## config.mk

```make
export PLATFORM = sky130hd
export DESIGN_NAME = sgdma_playback
export DESIGN_NICKNAME = d
export VERILOG_FILES = /design/src/rtl/sgdma_pkg.sv /design/src/rtl/sgdma_rst_sync.sv /design/src/rtl/sgdma_regs.sv /design/src/rtl/sgdma_engine.sv /design/src/rtl/sgdma_playback.sv
export SDC_FILE = /design/constraint.sdc
export NUM_CORES = 1
export LEC_CHECK = 0
export BUFFER_PORTS_ARGS = -buffer_cell sky130_fd_sc_hd__buf_2
export CAP_MARGIN = 15
export CORE_AREA = 2 2 136 151
export DETAILED_ROUTE_END_ITERATION = 8
export DIE_AREA = 0 0 138 153
export MAX_ROUTING_LAYER = met4
export PLACE_DENSITY_LB_ADDON = 0.05
export SETUP_SLACK_MARGIN = 0.05
export SLEW_MARGIN = 40
export SYNTH_ARGS = -nofsm -noshare
export SYNTH_HDL_FRONTEND = slang
export SYNTH_HIERARCHICAL = 1
export SYNTH_SLANG_ARGS = --single-unit
export TNS_END_PERCENT = 5
```

## constraint.sdc

```tcl
create_clock -name clk -period 6.13 [get_ports clk]
set_input_delay 1.226 -clock clk [delete_from_list [all_inputs] [get_ports clk]]
set_output_delay 1.226 -clock clk [all_outputs]
set_load 0.02 [all_outputs]
```

## src/rtl/sgdma_pkg.sv

```systemverilog
package sgdma_pkg;
  localparam int LEN_W = 24;

  localparam logic [7:0] OFS_STAT = 8'h00;
  localparam logic [7:0] OFS_CTRL = 8'h01;
  localparam logic [7:0] OFS_TYPE = 8'h02;
  localparam logic [7:0] OFS_PTR  = 8'h04;
  localparam logic [7:0] OFS_REM  = 8'h0C;
  localparam logic [7:0] OFS_SUM  = 8'h84;

  localparam int DSC_EOL = 31;
  localparam int DSC_FLG = 30;
  localparam int DSC_STP = 29;

  localparam int CTL_START = 7;
  localparam int CTL_TERM  = 6;
  localparam int CTL_PAUSE = 3;

  localparam int TYP_LOOP   = 7;
  localparam int TYP_16B    = 5;
  localparam int TYP_STEREO = 4;
  localparam int TYP_IE_EOL = 1;
  localparam int TYP_IE_FLG = 0;

  typedef enum logic [2:0] {
    ST_IDLE, ST_DADR, ST_DCTL, ST_DATA, ST_OUT, ST_DONE
  } eng_state_t;

  typedef struct packed {
    logic act;
    logic pau;
    logic stp;
    logic eol;
    logic flg;
  } chan_stat_t;
endpackage

```

## src/rtl/sgdma_rst_sync.sv

```systemverilog
module sgdma_rst_sync #(
  parameter int STAGES = 2
) (
  input  logic clk,
  input  logic rst_n,
  output logic rst_n_sync
);
  logic [STAGES-1:0] chain_q;

  always_ff @(posedge clk or negedge rst_n) begin
    if (!rst_n) chain_q <= '0;
    else        chain_q <= {chain_q[STAGES-2:0], 1'b1};
  end

  assign rst_n_sync = chain_q[STAGES-1];
endmodule

```

## src/rtl/sgdma_regs.sv

```systemverilog
module sgdma_regs
  import sgdma_pkg::*;
#(
  parameter int AW = 32
) (
  input  logic             clk,
  input  logic             rst_n,
  input  logic             reg_wr,
  input  logic [7:0]       reg_addr,
  input  logic [31:0]      reg_wdata,
  output logic [31:0]      reg_rdata,
  input  logic             ev_done,
  input  logic             ev_eol,
  input  logic             ev_flg,
  input  logic             ev_stp,
  input  logic [AW-1:0]    curr,
  input  logic [LEN_W-1:0] remain,
  output logic             run,
  output logic             loop_en,
  output logic             term,
  output logic             base_wr,
  output logic [AW-1:0]    base_val,
  output logic [AW-1:0]    base,
  output logic             fmt_stereo,
  output logic             fmt_16bit,
  output logic             irq
);
  chan_stat_t st_q, st_n;
  logic [7:0] type_q;
  logic       wr_stat, wr_ctrl, wr_type;

  assign wr_stat  = reg_wr && (reg_addr == OFS_STAT);
  assign wr_ctrl  = reg_wr && (reg_addr == OFS_CTRL);
  assign wr_type  = reg_wr && (reg_addr == OFS_TYPE);
  assign base_wr  = reg_wr && (reg_addr == OFS_PTR);
  assign base_val = {reg_wdata[AW-1:1], 1'b0};
  assign term     = wr_ctrl && reg_wdata[CTL_TERM];

  // status next state: engine events first, software writes after
  always_comb begin
    st_n = st_q;
    if (ev_done) begin
      if (ev_eol) begin
        st_n.eol = 1'b1;
        if (type_q[TYP_LOOP]) st_n.pau = 1'b1;
        else                  st_n.act = 1'b0;
      end
      if (ev_flg) begin
        st_n.flg = 1'b1;
        st_n.pau = 1'b1;
      end
      if (ev_stp) begin
        st_n.stp = 1'b1;
        st_n.pau = 1'b1;
      end
    end
    if (wr_stat) begin
      if (reg_wdata[2]) st_n.pau = 1'b0;
      if (reg_wdata[1]) begin
        st_n.eol = 1'b0;
        st_n.pau = 1'b0;
      end
      if (reg_wdata[0]) begin
        st_n.flg = 1'b0;
        st_n.pau = 1'b0;
      end
    end
    if (wr_ctrl) begin
      if (reg_wdata[CTL_START]) st_n = '{act: 1'b1, default: 1'b0};
      if (reg_wdata[CTL_TERM]) begin
        st_n.act = 1'b0;
        st_n.pau = 1'b0;
      end
      if (reg_wdata[CTL_PAUSE]) begin
        st_n.act = 1'b0;
        st_n.pau = 1'b1;
      end else if (st_n.pau) begin
        st_n.act = 1'b1;
        st_n.pau = 1'b0;
      end
    end
  end

  always_ff @(posedge clk or negedge rst_n) begin
    if (!rst_n) begin
      st_q   <= '0;
      type_q <= '0;
      base   <= '0;
    end else begin
      st_q <= st_n;
      if (wr_type) type_q <= reg_wdata[7:0];
      if (base_wr) base   <= base_val;
    end
  end

  assign run        = st_q.act && !st_q.pau;
  assign loop_en    = type_q[TYP_LOOP];
  assign fmt_stereo = type_q[TYP_STEREO];
  assign fmt_16bit  = type_q[TYP_16B];
  assign irq        = (st_q.eol && type_q[TYP_IE_EOL]) || (st_q.flg && type_q[TYP_IE_FLG]);

  always_comb begin
    reg_rdata = '0;
    unique case (reg_addr)
      OFS_STAT: reg_rdata = {24'd0, st_q.act, st_q.pau, 2'b00, type_q[TYP_LOOP],
                             st_q.stp, st_q.eol, st_q.flg};
      OFS_CTRL: reg_rdata = {28'd0, st_q.pau, 3'b000};
      OFS_TYPE: reg_rdata = {24'd0, type_q};
      OFS_PTR:  reg_rdata = 32'(curr);
      OFS_REM:  reg_rdata = 32'(remain);
      OFS_SUM:  reg_rdata = {19'd0, st_q.act, 3'b000, st_q.stp, 3'b000, st_q.eol,
                             3'b000, st_q.flg};
      default:  reg_rdata = '0;
    endcase
  end
endmodule

```

## src/rtl/sgdma_engine.sv

```systemverilog
module sgdma_engine
  import sgdma_pkg::*;
#(
  parameter int AW = 32
) (
  input  logic             clk,
  input  logic             rst_n,
  input  logic             run,
  input  logic             loop_en,
  input  logic             term,
  input  logic             base_wr,
  input  logic [AW-1:0]    base_val,
  input  logic [AW-1:0]    base,
  output logic             mem_req,
  output logic [AW-1:0]    mem_addr,
  input  logic             mem_rvalid,
  input  logic [31:0]      mem_rdata,
  output logic             out_valid,
  input  logic             out_ready,
  output logic [7:0]       out_data,
  output logic             ev_done,
  output logic             ev_eol,
  output logic             ev_flg,
  output logic             ev_stp,
  output logic [AW-1:0]    curr,
  output logic [LEN_W-1:0] remain
);
  localparam logic [AW-1:0] DESC_BYTES = AW'(8);
  localparam logic [AW-1:0] WORD_BYTES = AW'(4);

  eng_state_t       state_q, state_n;
  logic [AW-1:0]    curr_q, curr_n, baddr_q, baddr_n;
  logic [LEN_W-1:0] rem_q, rem_n;
  logic [7:0]       byte_q, byte_n;
  logic [2:0]       ctl_q, ctl_n;     // {eol, flg, stp}
  logic             kill_q, kill_n;
  logic             waiting;

  assign waiting   = (state_q == ST_DADR) || (state_q == ST_DCTL) || (state_q == ST_DATA);
  assign mem_req   = waiting;
  assign out_valid = (state_q == ST_OUT);
  assign out_data  = byte_q;
  assign ev_done   = (state_q == ST_DONE);
  assign ev_eol    = ctl_q[2];
  assign ev_flg    = ctl_q[1];
  assign ev_stp    = ctl_q[0];
  assign curr      = curr_q;
  assign remain    = rem_q;

  always_comb begin
    unique case (state_q)
      ST_DADR: mem_addr = curr_q;
      ST_DCTL: mem_addr = curr_q + WORD_BYTES;
      ST_DATA: mem_addr = {baddr_q[AW-1:2], 2'b00};
      default: mem_addr = '0;
    endcase
  end

  always_comb begin
    state_n = state_q;
    curr_n  = curr_q;
    baddr_n = baddr_q;
    rem_n   = rem_q;
    byte_n  = byte_q;
    ctl_n   = ctl_q;
    kill_n  = kill_q;
    unique case (state_q)
      ST_IDLE: begin
        if (run) begin
          if (rem_q == '0) begin
            if (curr_q < base) curr_n = base;
            state_n = ST_DADR;
          end else begin
            state_n = ST_DATA;
          end
        end
      end
      ST_DADR: begin
        if (mem_rvalid) begin
          if (kill_q) begin
            kill_n  = 1'b0;
            state_n = ST_IDLE;
          end else begin
            baddr_n = mem_rdata[AW-1:0];
            state_n = ST_DCTL;
          end
        end
      end
      ST_DCTL: begin
        if (mem_rvalid) begin
          if (kill_q) begin
            kill_n  = 1'b0;
            state_n = ST_IDLE;
          end else begin
            rem_n   = mem_rdata[LEN_W-1:0];
            ctl_n   = {mem_rdata[DSC_EOL], mem_rdata[DSC_FLG], mem_rdata[DSC_STP]};
            state_n = (mem_rdata[LEN_W-1:0] == '0) ? ST_DONE : ST_IDLE;
          end
        end
      end
      ST_DATA: begin
        if (mem_rvalid) begin
          if (kill_q) begin
            kill_n  = 1'b0;
            state_n = ST_IDLE;
          end else begin
            byte_n  = mem_rdata[{baddr_q[1:0], 3'b000} +: 8];
            state_n = ST_OUT;
          end
        end
      end
      ST_OUT: begin
        if (out_ready) begin
          baddr_n = baddr_q + AW'(1);
          rem_n   = rem_q - LEN_W'(1);
          state_n = (rem_q == LEN_W'(1)) ? ST_DONE : ST_IDLE;
        end
      end
      ST_DONE: begin
        curr_n  = (ctl_q[2] && loop_en) ? base : curr_q + DESC_BYTES;
        rem_n   = '0;
        state_n = ST_IDLE;
      end
      default: state_n = ST_IDLE;
    endcase
    if (term) begin
      rem_n = '0;
      if (waiting && !mem_rvalid) begin
        kill_n  = 1'b1;
        state_n = state_q;
      end else if (state_q != ST_DONE) begin
        kill_n  = 1'b0;
        state_n = ST_IDLE;
      end
    end
    if (base_wr) curr_n = base_val;
  end

  always_ff @(posedge clk or negedge rst_n) begin
    if (!rst_n) begin
      state_q <= ST_IDLE;
      curr_q  <= '0;
      baddr_q <= '0;
      rem_q   <= '0;
      byte_q  <= '0;
      ctl_q   <= '0;
      kill_q  <= 1'b0;
    end else begin
      state_q <= state_n;
      curr_q  <= curr_n;
      rem_q   <= rem_n;
      kill_q  <= kill_n;
      if (state_n != state_q || state_q == ST_OUT) baddr_q <= baddr_n;
      if (state_q == ST_DATA && mem_rvalid)        byte_q  <= byte_n;
      if (state_q == ST_DCTL && mem_rvalid)        ctl_q   <= ctl_n;
    end
  end
endmodule

```

## src/rtl/sgdma_playback.sv

```systemverilog
module sgdma_playback
  import sgdma_pkg::*;
#(
  parameter int AW = 32
) (
  input  logic          clk,
  input  logic          rst_n,
  input  logic          reg_wr,
  input  logic [7:0]    reg_addr,
  input  logic [31:0]   reg_wdata,
  output logic [31:0]   reg_rdata,
  output logic          mem_req,
  output logic [AW-1:0] mem_addr,
  input  logic          mem_rvalid,
  input  logic [31:0]   mem_rdata,
  output logic          out_valid,
  input  logic          out_ready,
  output logic [7:0]    out_data,
  output logic          fmt_stereo,
  output logic          fmt_16bit,
  output logic          irq
);
  logic             rst_n_s;
  logic             run_w, loop_w, term_w, base_wr_w;
  logic [AW-1:0]    base_val_w, base_w, curr_w;
  logic [LEN_W-1:0] remain_w;
  logic             ev_done_w, ev_eol_w, ev_flg_w, ev_stp_w;

  sgdma_rst_sync #(.STAGES(2)) u_rst (
    .clk(clk), .rst_n(rst_n), .rst_n_sync(rst_n_s)
  );

  sgdma_regs #(.AW(AW)) u_regs (
    .clk(clk), .rst_n(rst_n_s),
    .reg_wr(reg_wr), .reg_addr(reg_addr), .reg_wdata(reg_wdata), .reg_rdata(reg_rdata),
    .ev_done(ev_done_w), .ev_eol(ev_eol_w), .ev_flg(ev_flg_w), .ev_stp(ev_stp_w),
    .curr(curr_w), .remain(remain_w),
    .run(run_w), .loop_en(loop_w), .term(term_w),
    .base_wr(base_wr_w), .base_val(base_val_w), .base(base_w),
    .fmt_stereo(fmt_stereo), .fmt_16bit(fmt_16bit), .irq(irq)
  );

  sgdma_engine #(.AW(AW)) u_eng (
    .clk(clk), .rst_n(rst_n_s),
    .run(run_w), .loop_en(loop_w), .term(term_w),
    .base_wr(base_wr_w), .base_val(base_val_w), .base(base_w),
    .mem_req(mem_req), .mem_addr(mem_addr), .mem_rvalid(mem_rvalid), .mem_rdata(mem_rdata),
    .out_valid(out_valid), .out_ready(out_ready), .out_data(out_data),
    .ev_done(ev_done_w), .ev_eol(ev_eol_w), .ev_flg(ev_flg_w), .ev_stp(ev_stp_w),
    .curr(curr_w), .remain(remain_w)
  );
endmodule

```

### Word-level counts from Yosys, hierarchy flattened

Index checks and enable logic that the tools add are counted.

* ROM bits: 0
* output and inout bits: 77
* memories kept: 0
* latch bits: 0
* memory bits (writable): 0
* logic and storage cells: 133
* flip-flop bits (word level): 149
* input bits: 77

* equality and inequality tests: 22
* $mul: 0
* shifts and indexed selects: 1
* div/mod/pow operators: 0
* bitwise gates (word level): 1
* $lt $le $gt $ge: 1
* muxes and demuxes: 58
* add/subtract/negate cells: 4
* reductions and logical operators: 31

Operators with widths (count)
* 2-to-1 mux 32 bit: 8
* one-hot mux 32 bit (6 select lines): 1
* one-hot mux 32 bit (2 select lines): 2
* 2-to-1 mux 24 bit: 4
* one-hot mux 32 bit (3 select lines): 1
* one-hot mux 24 bit (3 select lines): 1
* zero test 24 bit: 2
* 2-to-1 mux 3 bit: 12
* adder 32 x 1 -> 32 bit, second input constant: 1
* adder 32 x 3 -> 32 bit, second input constant: 1
* adder 32 x 4 -> 32 bit, second input constant: 1
* less-than comparator 32 bit: 1
* variable part select 32 x 6 -> 8 bit: 1
* == test 24 x 1 -> 1 bit, second input constant: 1
* subtractor 24 x 1 -> 24 bit, second input constant: 1
* 2-to-1 mux 2 bit: 9
* 2-to-1 mux 1 bit: 16
* AND reduction 4 bit: 4
* 2-to-1 mux 5 bit: 3
* one-hot mux 3 bit (5 select lines): 1
* logical AND 1 bit: 12
* inequality test 3 bit, second input constant: 4
* == test 8 x 1 -> 1 bit, second input constant: 1
* == test 8 x 2 -> 1 bit, second input constant: 1
* 21 further kinds: 29

### Longest topological paths before layout

Gate-level depths: netlist of the first run.

* word-level depth: 15
* depth in mapped cells: 12
* depth with buffers taken out: 9

### Cells and area by module

The synthesis of the first run kept the hierarchy.

Modules (own cells, without submodules)
* sgdma_engine: cells each 1157, instances 1, area an instance 8655.8 µm², seq. area each 2577.5 µm²
* sgdma_regs: cells each 239, instances 1, area an instance 2640.0 µm², seq. area each 1101.1 µm²
* sgdma_rst_sync: cells each 3, instances 1, area an instance 53.8 µm², seq. area each 50.0 µm²

### Worst setup path after synthesis of the first run

No wires, ideal clock.

* kind: reg2out
* start point: register u_eng.curr_q[4], in the netlist u_eng/curr[4]
* end point: output mem_addr[29]
* arrival: 2.711 ns
* buffers on the path: 1
* data required time: 4.904 ns
* path slack: 2.193 ns
* cell stages (with the launch flop): 8
* cells stage by stage: dfrtp_1 > ha_1 > and3_1 > clkbuf_1 > nand4_2 > nor4_4 > nand2_1 > o311ai_0

* word-level cells in the longest chain between the ends: 2

Ends and longest elaborated chain
* start: declaration: line sgdma_engine.sv:32 `logic [AW-1:0] curr_q, curr_n, baddr_q, baddr_n;`
* start signal: assignment: line sgdma_engine.sv:150 `curr_q <= curr_n;`
* adder 32 x 3 -> 32 bit: line sgdma_engine.sv:53 `ST_DCTL: mem_addr = curr_q + WORD_BYTES;`
* one-hot mux 32 bit (3 select lines): line sgdma_engine.sv:51 `unique case (state_q)`
* end: declaration: line sgdma_playback.sv:13 `output logic [AW-1:0] mem_addr,`

No other way between the ends.

### Final worst setup path of the first run

* start point: register u_eng.curr_q[2], in the netlist u_eng/curr[2]
* end point: output mem_addr[28]

Same word-level chain as after synthesis.

==> impl_metrics.tcl, run 1 <==
set metrics [dict create \
    finalWirelength_um 39400 \
    io-pin-count 154 \
    grt_antenna_before_repair 1 \
    cts-root-to-sink-buffers 2 \
    post_synth_fa_ha_maj_area_fraction_pct 4.08 \
    clkTransAtPathRegs_ns 0.07 \
    quantity_of_hold_fixing_buffers_added_after_cts 0 \
    post-synth-top-area-fraction_pct 32.9 \
    dieWidth_um 138 \
    filler_cell_count 1776 \
    worst_setup_path_end_kind "output port" \
    yosysUniqueCellTypes 79 \
    layout_worst_path_cycle_share_pct 76.7 \
    ant_nets 0 \
    synthCells 1399 \
    ys_seq_area_share_pct 32.9 \
    final.setup.tns_ns 0 \
    drtPass1Iterations 6 \
    synth.ff_latch_count 149 \
    max-slew-margin-rel_pct 42.5 \
    maxCapViolCount 0 \
    edff_count_synth 0 \
    irDropWorstVdd_mv 0.290 \
    cts_tree "built" \
    rows 54 \
    grt_remaining_overflow 0 \
    hold_class "register to async pin" \
    synth.avg_cell_area_um2 8.11 \
    rsz0062_at_grt "false" \
    synth-compound-area-share_pct 23.6 \
    finalSetupViolCount 0 \
    grt_pass1_vias 10700 \
    commonest_non_fill_non_tap_cell_in_the_layout "nand2_1" \
    viasPerCell 6.75 \
    outcome "complete, no violations" \
    layout_setup_ws_ns 1.43 \
    cts.repair.resized 0 \
    clock_skew_ns 0.0108 \
    cts.htree.levels 4 \
    critical_path_class "register to output port" \
    final_layout_worst_hold_slack_ns 0.323 \
    combinational_family_with_the_most_area_after_synthesis "compound AO/OA/AOI/OAI gates" \
    synth-warning-count 6 \
    pin_count_of_the_biggest_net_entering_global_routing 74 \
    critPathMaxStageDelay_ns 0.77 \
    initial_core_util_pct 57.9 \
    critical_path.top_delay_family "simple AND/OR/NAND/NOR gates" \
    layout.cells.most_common_list "nand2_1, buf_2, dfrtp_1" \
    area_growth_pct 10.8 \
    power.density_cell_area_nw_per_um2 442 \
    synthArstFlopShare_pct 100 \
    muxShareOfSynthArea_pct 9.43 \
    final_wtd_congestion 0.987 \
    post_synth_xor_area_fraction_pct 1.47 \
    cts_setup_buffers 0 \
    detailroute.via_count 11700 \
    clkSinkCount 149 \
    area_leader_netlist "dfrtp_1" \
    cp-start-kind "register" \
    timing.critical_path.buf_inv 1 \
    place_ws_ns 1.87 \
    post_synth_and_or_nand_nor_area_fraction_pct 21.3 \
    slew_viol_final 0 \
    max_freq_mhz 213 \
    tritoncts.num_buffers 17 \
    crit_fanout 20 \
    timing.critical_path.required_ns 4.90 \
    path_cells "ha_1 > nand3_1 > or3_1 > nor2_1 > nand2_1 > o311ai_0 > buf_2" \
    ctsRootBufferMaster "clkbuf_16" \
    actual_transition_at_the_worst_max_transition_pin_ns 0.859 \
    dp_hpwl_um 28500 \
    drt_iter0_drc 1642 \
    arrival_ns 3.48 \
    final_core_utilization_pct 64.2 \
    worst_skew_pair.late_latency_ns 0.44 \
    route.detailed.wl_per_inst_um 22.8 \
    gr-usage-all-layers_pct 37.7 \
    fin_nets 1577 \
    drc 0 \
    buffer_ports.inserted 153 \
    crit_path_max_delay_cell_type "dfrtp_1" \
    synth.cell_area_um2 11300 \
    finalHoldViolCount 0 \
    finalCriticalPeriod_ns 4.70 \
    synth_top_cells_by_area "dfrtp_1, a21oi_1, nand2_1" \
    die-height_um 153 \
    power.leakage_nw 5.45 \
    design.core.area_um2 19600 \
    synth_flop_cell "dfrtp_1" \
    die_area_um2 21100 \
    global_route_wire_length_before_repair_um 61200 \
    drive_gt1_share_pct 19.9 \
]
logic make-up after synthesis:
family | after synthesis
mux | 91
flops | 149
simple gates | 504
fa+ha+maj | 37
other cells | 2
compound gates | 429
buf+inv | 168
xor+xnor | 19
path summary, 6_finish.rpt:
kind                                   from                to  slack [ns]  cells past startpoint
hold reg to reg            u_rst/chain_q[1]     u_eng/curr[0]        0.32                      0
max in group asynchronous  u_rst/chain_q[1]  u_eng/remain[19]        4.71                      1
hold / removal             u_rst/chain_q[1]     u_eng/curr[0]        0.32                      0
min in group clk           u_rst/chain_q[0]  u_rst/chain_q[1]        0.36                      0
setup / recovery              u_eng/curr[2]      mem_addr[28]        1.43                      7
setup reg to reg           u_eng/state_q[1]   u_eng/remain[2]        2.51                      8
power by group:
group	internal, W	switching (W)	leakage (nW)
clock	0.000660	0.000489	0.304
sequential	0.00132	0.000747	1.84
combinational	0.000928	0.00142	3.31
per-stage QoR:
stage	std cells	area, µm²	total power [W]
final	1729	12600	0.00556
after global routing	1729	12600	0.00587
after CTS	1728	12600	0.00548
after detailed placement	1696	11900	0.00432
after global placement	1696	11900	0.00428
after floorplan	1400	11400	0.00347
Yosys cell counts, drive strengths merged, types with 9 or more instances:
library cell  instances
xor2                 11
nor4                 24
o211ai               10
o22ai                11
a221oi               10
nand4                15
mux2i                36
nand2b                9
nor2                147
nand2               155
mux2                 47
inv                  43
nor3                 46
dfrtp               149
and3                 21
o21ai               128
ha                   37
a211oi                9
a22oi                13
nand3                43
a21oi               131
a2bb2oi               9
and2                 16
buf                  63
a31oi                21
clkbuf               62
metal layers:
layer	track usage, %	wire, µm	vias up
met4	18.0	1980	0
met3	5.17	3550	125
met1	50.5	16000	5633
met2	56.7	17800	690
met5	-	0	-
li1	-	-	5228
registers in the layout, summed over array words and instances (netlist names):
| register | flops |
|---|---|
| u_eng/state_q | 3 |
| u_regs/type_q | 8 |
| u_rst/chain_q | 2 |
| u_regs/base | 31 |
| u_eng/baddr_q | 32 |
| u_eng/remain | 24 |
| u_regs/st_q | 5 |
| u_eng/kill_q | 1 |
| u_eng/ctl_q | 3 |
| u_eng/out_data | 8 |
| u_eng/curr | 32 |
area by class of cell:
| class | count | area (µm²) | area share [%] |
|---|---|---|---|
| multi-input cells | 1083 | 6850 | 54.4 |
| well taps | 252 | 315 | 2.51 |
| inverters | 43 | 161 | 1.28 |
| clock inverters | 15 | 203 | 1.61 |
| repair buffers | 169 | 892 | 7.09 |
| flip-flops and latches | 149 | 3730 | 29.7 |
| diodes | 1 | 2.50 | 0.0199 |
| clock buffers | 17 | 425 | 3.38 |
Note: power is estimated with default switching activity, not from simulation.
==> inputs of run 2 (changes only) <==
--- a/config.mk
+++ b/config.mk
@@ -7,9 +7,9 @@
 export LEC_CHECK = 0
 export BUFFER_PORTS_ARGS = -buffer_cell sky130_fd_sc_hd__buf_2
 export CAP_MARGIN = 15
-export CORE_AREA = 2 2 136 151
+export CORE_AREA = 2 2 142 158
 export DETAILED_ROUTE_END_ITERATION = 8
-export DIE_AREA = 0 0 138 153
+export DIE_AREA = 0 0 144 160
 export MAX_ROUTING_LAYER = met4
 export PLACE_DENSITY_LB_ADDON = 0.05
 export SETUP_SLACK_MARGIN = 0.05
==> constraint.sdc (replaced) <==
create_clock -name clk -period 3.9 [get_ports clk]
set_input_delay 0.78 -clock clk [delete_from_list [all_inputs] [get_ports clk]]
set_output_delay 0.78 -clock clk [all_outputs]
set_load 0.02 [all_outputs]
==> run 2 against run 1 <==
Via count is 0.23% higher. Hold slack got worse by 0.22 ns. Clock power grew 40%. Sequential power increased by 47%. Combinational power grew 74%. Core utilization fell by 4.6 points. Clock skew is 0.0015 ns higher. Non-clock buffer count is 35 higher. Die area grew 9.1%. Global-route usage decreased by 1.0 points. Sequential cell count unchanged. Register-to-register slack lost 1.7 ns. Largest cell class unchanged.
==> impl_metrics.tcl, run 2 (synthesized netlist as in run 1, its figures left out) <==
set metrics [dict create \
    maxCapViolCount 0 \
    clkSinkCount 149 \
    drtPass1Iterations 8 \
    filler_cell_count 2017 \
    cp-start-kind "register" \
    critical_path_class "register to output port" \
    quantity_of_hold_fixing_buffers_added_after_cts 0 \
    detailroute.via_count 11700 \
    worst_skew_pair.late_latency_ns 0.44 \
    fin_nets 1612 \
    slew_viol_final 0 \
    dp_hpwl_um 30000 \
    totalPowerFinal_w 0.00871 \
    drc 0 \
    finalCriticalPeriod_ns 3.68 \
    outcome "complete, no violations" \
    final_core_utilization_pct 59.6 \
    arrival_ns 2.90 \
    final_layout_worst_hold_slack_ns 0.106 \
    grt_remaining_overflow 0 \
    final.setup.tns_ns 0 \
    grt_antenna_before_repair 0 \
    clkTransAtPathRegs_ns 0.07 \
    cts_setup_buffers 0 \
    dieWidth_um 144 \
    worst_setup_path_end_kind "output port" \
    pin_count_of_the_biggest_net_entering_global_routing 49 \
    drive_gt1_share_pct 21.4 \
    finalInstanceArea_um2 12900 \
    buffer_ports.inserted 153 \
    cts_tree "built" \
    global_route_wire_length_before_repair_um 62600 \
    clock_skew_ns 0.0123 \
    timing.critical_path.required_ns 3.12 \
    power.density_cell_area_nw_per_um2 676 \
    finalWirelength_um 40700 \
    crit_fanout 8 \
    cts.htree.levels 4 \
    commonest_non_fill_non_tap_cell_in_the_layout "nand2_1" \
    tritoncts.num_buffers 17 \
    ant_nets 0 \
    grt_pass1_vias 10900 \
    power.leakage_nw 5.61 \
    irDropWorstVdd_mv 0.324 \
    finalHoldViolCount 0 \
    max-slew-margin-rel_pct 45.4 \
    drt_iter0_drc 1405 \
    initial_core_util_pct 52.5 \
    ctsRootBufferMaster "clkbuf_16" \
    viasPerCell 6.48 \
    max_freq_mhz 272 \
    multiInputGateArea_um2 6840 \
    io-pin-count 154 \
    worstSetupStartpoint "u_eng/curr[3]" \
    rows 57 \
    layout.cells.most_common_list "nand2_1, buf_2, dfrtp_1" \
    worstReg2RegStart "u_eng/curr[9]" \
    final_wtd_congestion 0.943 \
    finalSetupViolCount 0 \
    layout_worst_path_cycle_share_pct 94.4 \
    area_growth_pct 13.4 \
    actual_transition_at_the_worst_max_transition_pin_ns 0.812 \
    gr-usage-all-layers_pct 36.6 \
    rsz0062_at_grt "false" \
    design.core.area_um2 21600 \
    placedInstanceArea_um2 12300 \
    cts-root-to-sink-buffers 2 \
    hold_class "input pin to async pin" \
    n_antenna_cell 0 \
    seqCellArea_um2 3730 \
    die-height_um 160 \
    route.detailed.wl_per_inst_um 22.5 \
    die_area_um2 23000 \
]
-- run 2: per-stage QoR --
| step | worst slack [ns] | std cells |
|---|---|---|
| floorplan | 0.409 | 1400 |
| global placement | 0.576 | 1773 |
| detailed placement | 0.481 | 1774 |
| CTS | 0.149 | 1806 |
| global route | 0.0519 | 1806 |
| finish | 0.220 | 1806 |
-- run 2: routing by layer --
layer | vias up | track usage [%] | part of all wire [%]
li1 | 5298 | - | -
met1 | 5603 | 49.4 | 41
met2 | 677 | 54.5 | 45
met3 | 125 | 5.13 | 8.7
met4 | 0 | 17.1 | 4.9
met5 | - | - | 0
-- run 2: repair_timing --
item	in CTS	in global routing
gates cloned	0	0
endpoints found under the setup margin	1	7
resized for setup	1	2
-- run 2: worst paths after layout --
kind / cells past startpoint / slack [ns] / end
worst max-delay path: 9 / 0.22 / mem_addr[25]
min in group clk: 0 / 0.36 / u_rst/chain_q[1]
max in group asynchronous: 2 / 2.72 / u_eng/baddr_q[18]
worst min register to register: 0 / 0.27 / u_eng/curr[0]
worst min-delay path: 1 / 0.11 / u_rst/chain_q[1]
worst max register to register: 9 / 0.79 / u_eng/curr[24]
-- run 2: final cells by class --
class | instances | share of cell area (%)
clock inverters | 15 | 1.03
inverters | 43 | 1.25
repair buffers | 204 | 9.41
multi-input cells | 1083 | 53.1
flip-flops and latches | 149 | 29.0
clock buffers | 17 | 3.30
well taps | 295 | 2.87
-- run 2: power by group --
| part | total [W] | internal [W] | switching [W] |
|---|---|---|---|
| Sequential | 0.00303 | 0.00207 | 0.000962 |
| Clock | 0.00161 | 0.000843 | 0.000771 |
| Combinational | 0.00406 | 0.00160 | 0.00246 |
| Total | 0.00871 | 0.00451 | 0.00420 |
-- run 2: worst max-delay path, cell delays in order (launching register included) --
cell	delay, ns
dfrtp_2	0.46
ha_1	0.26
and3_1	0.29
nand4_2	0.22
buf_4	0.24
nor3_1	0.42
a21oi_1	0.13
o21ai_0	0.17
nand2_1	0.10
buf_2	0.17
